===== config.mk =====
export PLATFORM = sky130hd
export DESIGN_NAME = osc_wait_timer
export DESIGN_NICKNAME = d
export VERILOG_FILES = /design/src/rtl/osc_wait_pkg.sv /design/src/rtl/osc_wait_selreg.sv /design/src/rtl/osc_wait_cnt.sv /design/src/rtl/osc_wait_seq.sv /design/src/rtl/osc_wait_timer.sv
export SDC_FILE = /design/constraint.sdc
export NUM_CORES = 1
export LEC_CHECK = 0
export BUFFER_PORTS_ARGS = -buffer_cell sky130_fd_sc_hd__buf_2
export CAP_MARGIN = 20
export CORE_MARGIN = 2
export CORE_UTILIZATION = 35
export CTS_BUF_LIST = sky130_fd_sc_hd__clkbuf_4 sky130_fd_sc_hd__clkbuf_8 sky130_fd_sc_hd__clkbuf_16
export DETAILED_ROUTE_END_ITERATION = 10
export GPL_TIMING_DRIVEN = 0
export PLACE_DENSITY = 0.54
export SLEW_MARGIN = 20
export SYNTH_ARGS = -nofsm -noshare
export SYNTH_HDL_FRONTEND = slang
export SYNTH_HIERARCHICAL = 1
export SYNTH_SLANG_ARGS = --single-unit
export TNS_END_PERCENT = 5

===== constraint.sdc =====
create_clock -name clk -period 4.5 [get_ports clk]
set_input_delay 0.45 -clock clk [delete_from_list [all_inputs] [get_ports clk]]
set_output_delay 0.45 -clock clk [all_outputs]
set_load 0.005 [all_outputs]

===== src/rtl/osc_wait_pkg.sv =====
package osc_wait_pkg;

  localparam int unsigned OSW_CODE_W = 3;

  typedef enum logic [1:0] {
    OSW_READY = 2'b00,
    OSW_ARMED = 2'b01,
    OSW_COUNT = 2'b10
  } osw_state_e;

endpackage


===== src/rtl/osc_wait_selreg.sv =====
module osc_wait_selreg #(
  parameter int unsigned DATA_W    = 8,
  parameter int unsigned CODE_W    = 3,
  parameter int unsigned NUM_CODES = 7,
  parameter int unsigned RST_CODE  = 3
) (
  input  logic              clk,
  input  logic              rst_n,
  input  logic              sel_i,
  input  logic              wr_i,
  input  logic [DATA_W-1:0] wdata_i,
  output logic [CODE_W-1:0] code_o,
  output logic [DATA_W-1:0] rdata_o
);

  localparam int unsigned HI_W = DATA_W - CODE_W;

  logic [CODE_W-1:0] code_q;
  logic [CODE_W-1:0] code_d;
  logic              code_en;
  logic              code_legal;
  logic              unused_hi;

  // upper write bits carry no storage
  assign unused_hi  = &{1'b0, wdata_i[DATA_W-1:CODE_W]};

  assign code_legal = (32'(wdata_i[CODE_W-1:0]) < NUM_CODES);

  always_comb begin
    code_en = sel_i && wr_i && code_legal;
    code_d  = wdata_i[CODE_W-1:0];
  end

  always_ff @(posedge clk or negedge rst_n) begin
    if (!rst_n) begin
      code_q <= CODE_W'(RST_CODE);
    end else if (code_en) begin
      code_q <= code_d;
    end
  end

  always_comb begin
    rdata_o = '0;
    if (sel_i) begin
      rdata_o = {{HI_W{1'b0}}, code_q};
    end
  end

  assign code_o = code_q;

endmodule


===== src/rtl/osc_wait_cnt.sv =====
module osc_wait_cnt #(
  parameter int unsigned CODE_W    = 3,
  parameter int unsigned NUM_CODES = 7,
  parameter int unsigned MIN_EXP   = 10,
  parameter int unsigned RST_CODE  = 3
) (
  input  logic              clk,
  input  logic              rst_n,
  input  logic              clr_i,
  input  logic              inc_i,
  input  logic              lat_i,
  input  logic [CODE_W-1:0] code_i,
  output logic              term_o
);

  localparam int unsigned MAX_EXP  = MIN_EXP + NUM_CODES - 1;
  localparam int unsigned CNT_W    = MAX_EXP;
  localparam int unsigned NUM_SLOT = 1 << CODE_W;

  logic [CNT_W-1:0]    cnt_q;
  logic [CNT_W-1:0]    cnt_d;
  logic                cnt_en;
  logic [CODE_W-1:0]   lat_q;
  logic [NUM_SLOT-1:0] hit;

  always_comb begin
    cnt_en = clr_i || inc_i;
    cnt_d  = clr_i ? '0 : cnt_q + CNT_W'(1);
  end

  always_ff @(posedge clk or negedge rst_n) begin
    if (!rst_n) begin
      cnt_q <= '0;
    end else if (cnt_en) begin
      cnt_q <= cnt_d;
    end
  end

  always_ff @(posedge clk or negedge rst_n) begin
    if (!rst_n) begin
      lat_q <= CODE_W'(RST_CODE);
    end else if (lat_i) begin
      lat_q <= code_i;
    end
  end

  // one terminal comparator per legal code; unused slots end at once
  for (genvar gi = 0; gi < NUM_SLOT; gi++) begin : g_term
    if (gi < NUM_CODES) begin : g_legal
      localparam int unsigned TV = (1 << (MIN_EXP + gi)) - 1;
      assign hit[gi] = (cnt_q == CNT_W'(TV));
    end else begin : g_void
      assign hit[gi] = 1'b1;
    end
  end

  assign term_o = hit[lat_q];

endmodule


===== src/rtl/osc_wait_seq.sv =====
module osc_wait_seq
  import osc_wait_pkg::*;
(
  input  logic clk,
  input  logic rst_n,
  input  logic stop_rel_i,
  input  logic idle_rel_i,
  input  logic osc_run_i,
  input  logic term_i,
  output logic clr_o,
  output logic inc_o,
  output logic lat_o,
  output logic clk_en_o,
  output logic busy_o
);

  osw_state_e st_q;
  osw_state_e st_d;

  always_comb begin
    st_d  = st_q;
    clr_o = 1'b0;
    inc_o = 1'b0;
    lat_o = 1'b0;
    if (stop_rel_i) begin
      // oscillator must restart: arm and wait for it
      st_d  = OSW_ARMED;
      clr_o = 1'b1;
    end else if (idle_rel_i) begin
      st_d  = OSW_COUNT;
      clr_o = 1'b1;
      lat_o = 1'b1;
    end else begin
      unique case (st_q)
        OSW_ARMED: begin
          if (osc_run_i) begin
            st_d  = OSW_COUNT;
            clr_o = 1'b1;
            lat_o = 1'b1;
          end
        end
        OSW_COUNT: begin
          if (term_i) begin
            st_d = OSW_READY;
          end else begin
            inc_o = 1'b1;
          end
        end
        default: st_d = OSW_READY;
      endcase
    end
  end

  always_ff @(posedge clk or negedge rst_n) begin
    if (!rst_n) begin
      st_q <= OSW_ARMED;
    end else begin
      st_q <= st_d;
    end
  end

  assign clk_en_o = (st_q == OSW_READY);
  assign busy_o   = (st_q != OSW_READY);

endmodule


===== src/rtl/osc_wait_timer.sv =====
module osc_wait_timer #(
  parameter int unsigned DATA_W    = 8,
  parameter int unsigned NUM_CODES = 7,
  parameter int unsigned MIN_EXP   = 10,
  parameter int unsigned RST_CODE  = 3
) (
  input  logic              clk,
  input  logic              rst_n,
  input  logic              reg_sel,
  input  logic              reg_wr,
  input  logic [DATA_W-1:0] reg_wdata,
  output logic [DATA_W-1:0] reg_rdata,
  input  logic              stop_rel_irq,
  input  logic              idle_rel,
  input  logic              osc_run,
  output logic              clk_en,
  output logic              busy
);

  localparam int unsigned CODE_W = osc_wait_pkg::OSW_CODE_W;

  logic [CODE_W-1:0] code_q;
  logic              cnt_clr;
  logic              cnt_inc;
  logic              cnt_lat;
  logic              cnt_term;

  osc_wait_selreg #(
    .DATA_W   (DATA_W),
    .CODE_W   (CODE_W),
    .NUM_CODES(NUM_CODES),
    .RST_CODE (RST_CODE)
  ) u_selreg (
    .clk    (clk),
    .rst_n  (rst_n),
    .sel_i  (reg_sel),
    .wr_i   (reg_wr),
    .wdata_i(reg_wdata),
    .code_o (code_q),
    .rdata_o(reg_rdata)
  );

  osc_wait_cnt #(
    .CODE_W   (CODE_W),
    .NUM_CODES(NUM_CODES),
    .MIN_EXP  (MIN_EXP),
    .RST_CODE (RST_CODE)
  ) u_cnt (
    .clk   (clk),
    .rst_n (rst_n),
    .clr_i (cnt_clr),
    .inc_i (cnt_inc),
    .lat_i (cnt_lat),
    .code_i(code_q),
    .term_o(cnt_term)
  );

  osc_wait_seq u_seq (
    .clk       (clk),
    .rst_n     (rst_n),
    .stop_rel_i(stop_rel_irq),
    .idle_rel_i(idle_rel),
    .osc_run_i (osc_run),
    .term_i    (cnt_term),
    .clr_o     (cnt_clr),
    .inc_o     (cnt_inc),
    .lat_o     (cnt_lat),
    .clk_en_o  (clk_en),
    .busy_o    (busy)
  );

endmodule


==> impl_metrics.csv <==
group,metric,value,unit
run_status,outcome,"finished, final reports clean",
global_routing,grt_pass1_vias,1034,
setup_path,crit_chain,"buf_2, xnor2_1, a32o_1, a22oi_1, o22ai_1, or3b_1, nor3_1, buf_2, o2111ai_2, or3_1, a21oi_1",
timing,min_period_over_period,0.639,
power_and_ir_drop,p_int,0.000351,W
cts,holdBufCountCts,0,
cts,cts_resized,0,
timing,finalSetupViolCount,0,
power_and_ir_drop,power.total,0.000465,W
logic_synthesis,synth_top_flop_cell,"dfrtp_1",
place,place.gp.congestion,0.786,
logic_synthesis,yosysUniqueCellTypes,42,
floorplanning,die_w,66.7,um
drt,routed_wirelength,2620,um
place,dp_cells,206,
final_layout,drive_gt1_frac,0.302,
power_and_ir_drop,power_frac_seq,0.527,
setup_path,crit_family,"compound AO/OA/AOI/OAI gates",
logic_synthesis,yosysSeqAreaShare,0.441,
final_layout,fin_area,1580,sq um
cts,cts.root.buffer_cell,"clkbuf_8",
cts,tritoncts,"built",
timing,worst_slack,1.63,ns
min_path,hp-class,"in2async",
global_routing,grt_pass1_wl,4500,um
floorplanning,die_area,4450,sq um
timing,fin_tns_setup,0,ns
power_and_ir_drop,power.leakage,0.651,nW
cts,clk_path_buf_depth,2,
floorplanning,ios,25,
setup_path,required,4.69,ns
logic_synthesis,synth_top_area_share,0.345,
floorplanning,die_h,66.7,um
cts,cts_setup_buffers,0,
final_layout,nets,179,
global_routing,antenna_found_initial,0,
setup_path,cp-end-kind,"register",
floorplanning,coreArea,3720,sq um
drt,drtIter0Drc,21,
timing,max_freq,0.348,GHz
timing,maxSlewHeadroom,0.643,
final_layout,antenna_cells,0,
logic_synthesis,synth_edf_count,0,
power_and_ir_drop,p_switching,0.000113,W
power_and_ir_drop,comb_power_share,0.165,
setup_path,cpPeakStageDelay,0.52,ns
global_routing,globalRouteTotalUtil,0.132,
setup_path,r2r_start,"u_cnt/lat_q[0]",
timing,worstMarginPinSlew,0.535,ns
global_routing,grt_max_degree,25,
setup_path,crit_slowest_cell,"dfstp_2",
setup_path,path_depth,11,
place,dp_worst_setup_slack,1.64,ns
setup_path,crit_path_end,"u_cnt/cnt_q[8]",
floorplanning,start_util,0.371,
run,max_cap_viol_count,0,
cts,cts_max_level,1,
power_and_ir_drop,switching_share,0.244,
timing,rsz0062_at_grt,"no",
logic_synthesis,post_synth_inst_count,140,
cts,clk_pin_slew,0.08,ns
drt,drc_errors,0,
power_and_ir_drop,p_clk_frac,0.308,
place,post_dp_cell_area,1520,sq um
logic_synthesis,synth_warnings,6,
setup_path,r2r_setup_slack,1.63,ns
place,dp_hpwl,1950,um
timing,hold_viol_final,0,
setup_path,path_class,"reg2reg",
floorplanning,rows,22,
setup_path,cp_common_cell,"buf_2",
final_layout,synthToLayoutAreaGrowth,14.5,%
logic_synthesis,synth_top_area_cell,"dfrtp_1",
final_layout,instances_no_fill,210,
logic_synthesis,synth-seq-cells,24,
timing,clock_skew,0.00690,ns
setup_path,crit_path_start,"u_cnt/lat_q[0]",
logic_synthesis,synth_area_per_cell,9.84,sq um
setup_path,path_max_fanout,8,
logic_synthesis,syn_area,1380,sq um
drt,drt-wirelength-per-cell,12.5,um
global_routing,grt-ovfl-total,0,
cts,cts_buffers,3,
setup_path,ff2ff_path_depth,11,
timing,slew_violations,0,
setup_path,path_buf_inv,2,
cts,cts_sinks,24,
drt,vias_per_cell,5.05,
place,port_buffers,14,
drt,first_pass_iters,4,
drt,ant_nets,0,
drt,vias,1060,
setup_path,critical_path_arrival,3.07,ns
power_and_ir_drop,power_density,295,nW/um^2
logic_synthesis,synthTopCellsByArea,"dfrtp_1 (35%), dfstp_2 (9.5%), xnor2_1 (7.0%)",
timing,layout_min_cycle_time,2.87,ns
setup_path,r2r-end,"u_cnt/cnt_q[8]",
power_and_ir_drop,ir_drop,0.165,mV
setup_path,cp-start-kind,"register",
logic_synthesis,async_flop_share,1.00,
cts,clk_latency,0.26,ns
## worst register-to-register path: stages, from the launching register on
cell	delay [ns]
dfstp_2	0.52
buf_2	0.18
xnor2_1	0.09
a32o_1	0.26
a22oi_1	0.13
o22ai_1	0.11
or3b_1	0.37
nor3_1	0.14
buf_2	0.26
o2111ai_2	0.24
or3_1	0.37
a21oi_1	0.15
## sequential cells by signal, indices dropped and copies added, names as in the netlist
signal	cells
u_cnt/lat_q	3
u_seq/st_q	2
u_selreg/code_o	3
u_cnt/cnt_q	16
## per-stage QoR
step	util	hold WS, ns
after detailed placement	0.410	0.470
after floorplan	-	0.154
after CTS	0.425	0.172
after global routing	0.425	0.193
after global placement	0.410	0.462
final	0.425	0.157
## synthesized netlist by cell type, drive strengths merged, types with 2 or more instances
library cell / n
or3: 2
nor2: 18
nand2: 7
o22a: 3
o21ai: 3
nor4: 4
mux2: 3
dfrtp: 19
and2: 3
inv: 9
a22oi: 2
or2: 2
buf: 9
nand3: 3
dfstp: 5
nand4: 5
nor3: 6
xnor2: 11
a31o: 3
a21oi: 9
## power groups by stage
stage	combinational, W	clock, W	sequential [W]
after global routing	0.0000868	0.000158	0.000247
after floorplan	0.0000554	0	0.000245
after CTS	0.0000775	0.000150	0.000245
after detailed placement	0.0000771	0	0.000249
after global placement	0.0000743	0	0.000249
final	0.0000766	0.000143	0.000245
## cell families after synthesis
family / synth area share
and+or+nand+nor: 0.236
AOI/OAI and AO/OA: 0.138
DFF: 0.441
buffers and inverters: 0.0654
xor gates and xnor gates: 0.0763
muxes: 0.0318
adders and majority gates: 0.00908
other: 0.00272
## routing by layer
layer	wire, um	track usage	part of all wire	vias up
li1	-	-	-	530
met1	1260	0.173	0.48	514
met2	1270	0.218	0.48	14
met3	76	0.0203	0.029	2
met4	20	0.0536	0.0076	0
met5	0	0	0	-
## worst min-delay path by stage
stage | from | endpoint | slack [ns] | cells after the start
floorplan | rst_n | u_cnt/cnt_q[0] | 0.15 | 0
CTS | rst_n | u_cnt/cnt_q[2] | 0.17 | 1
global route | rst_n | u_cnt/cnt_q[0] | 0.19 | 1
detailed placement | rst_n | u_cnt/cnt_q[1] | 0.47 | 1
finish | rst_n | u_cnt/cnt_q[2] | 0.16 | 1
global placement | rst_n | u_cnt/cnt_q[0] | 0.46 | 1
## cell usage in the layout, fill, tap and decap left out, types with 2 or more instances in the layout
| cell | count |
|---|---|
| a21oi_1 | 9 |
| a22oi_1 | 2 |
| a31o_1 | 2 |
| and2_2 | 3 |
| buf_2 | 17 |
| buf_4 | 5 |
| clkbuf_8 | 4 |
| conb_1 | 5 |
| dfrtp_1 | 19 |
| dfstp_2 | 5 |
| inv_1 | 9 |
| mux2_2 | 3 |
| nand2_1 | 6 |
| nand3_1 | 3 |
| nand4_1 | 3 |
| nor2_1 | 18 |
| nor3_1 | 6 |
| nor4_2 | 2 |
| o21ai_0 | 3 |
| o22a_2 | 3 |
| or2_1 | 2 |
| or3_1 | 2 |
| xnor2_1 | 11 |
## area by class of cell
| cell class | count | area [sq um] |
|---|---|---|
| buffer | 9 | 56.3 |
| clock buffer | 4 | 55.1 |
| fill | 373 | 2140 |
| inverter | 9 | 33.8 |
| multi-input combinational | 102 | 696 |
| sequential | 24 | 607 |
| tap | 48 | 60.1 |
| timing repair buffer | 14 | 70.1 |
(Power assumes the default switching activity.)
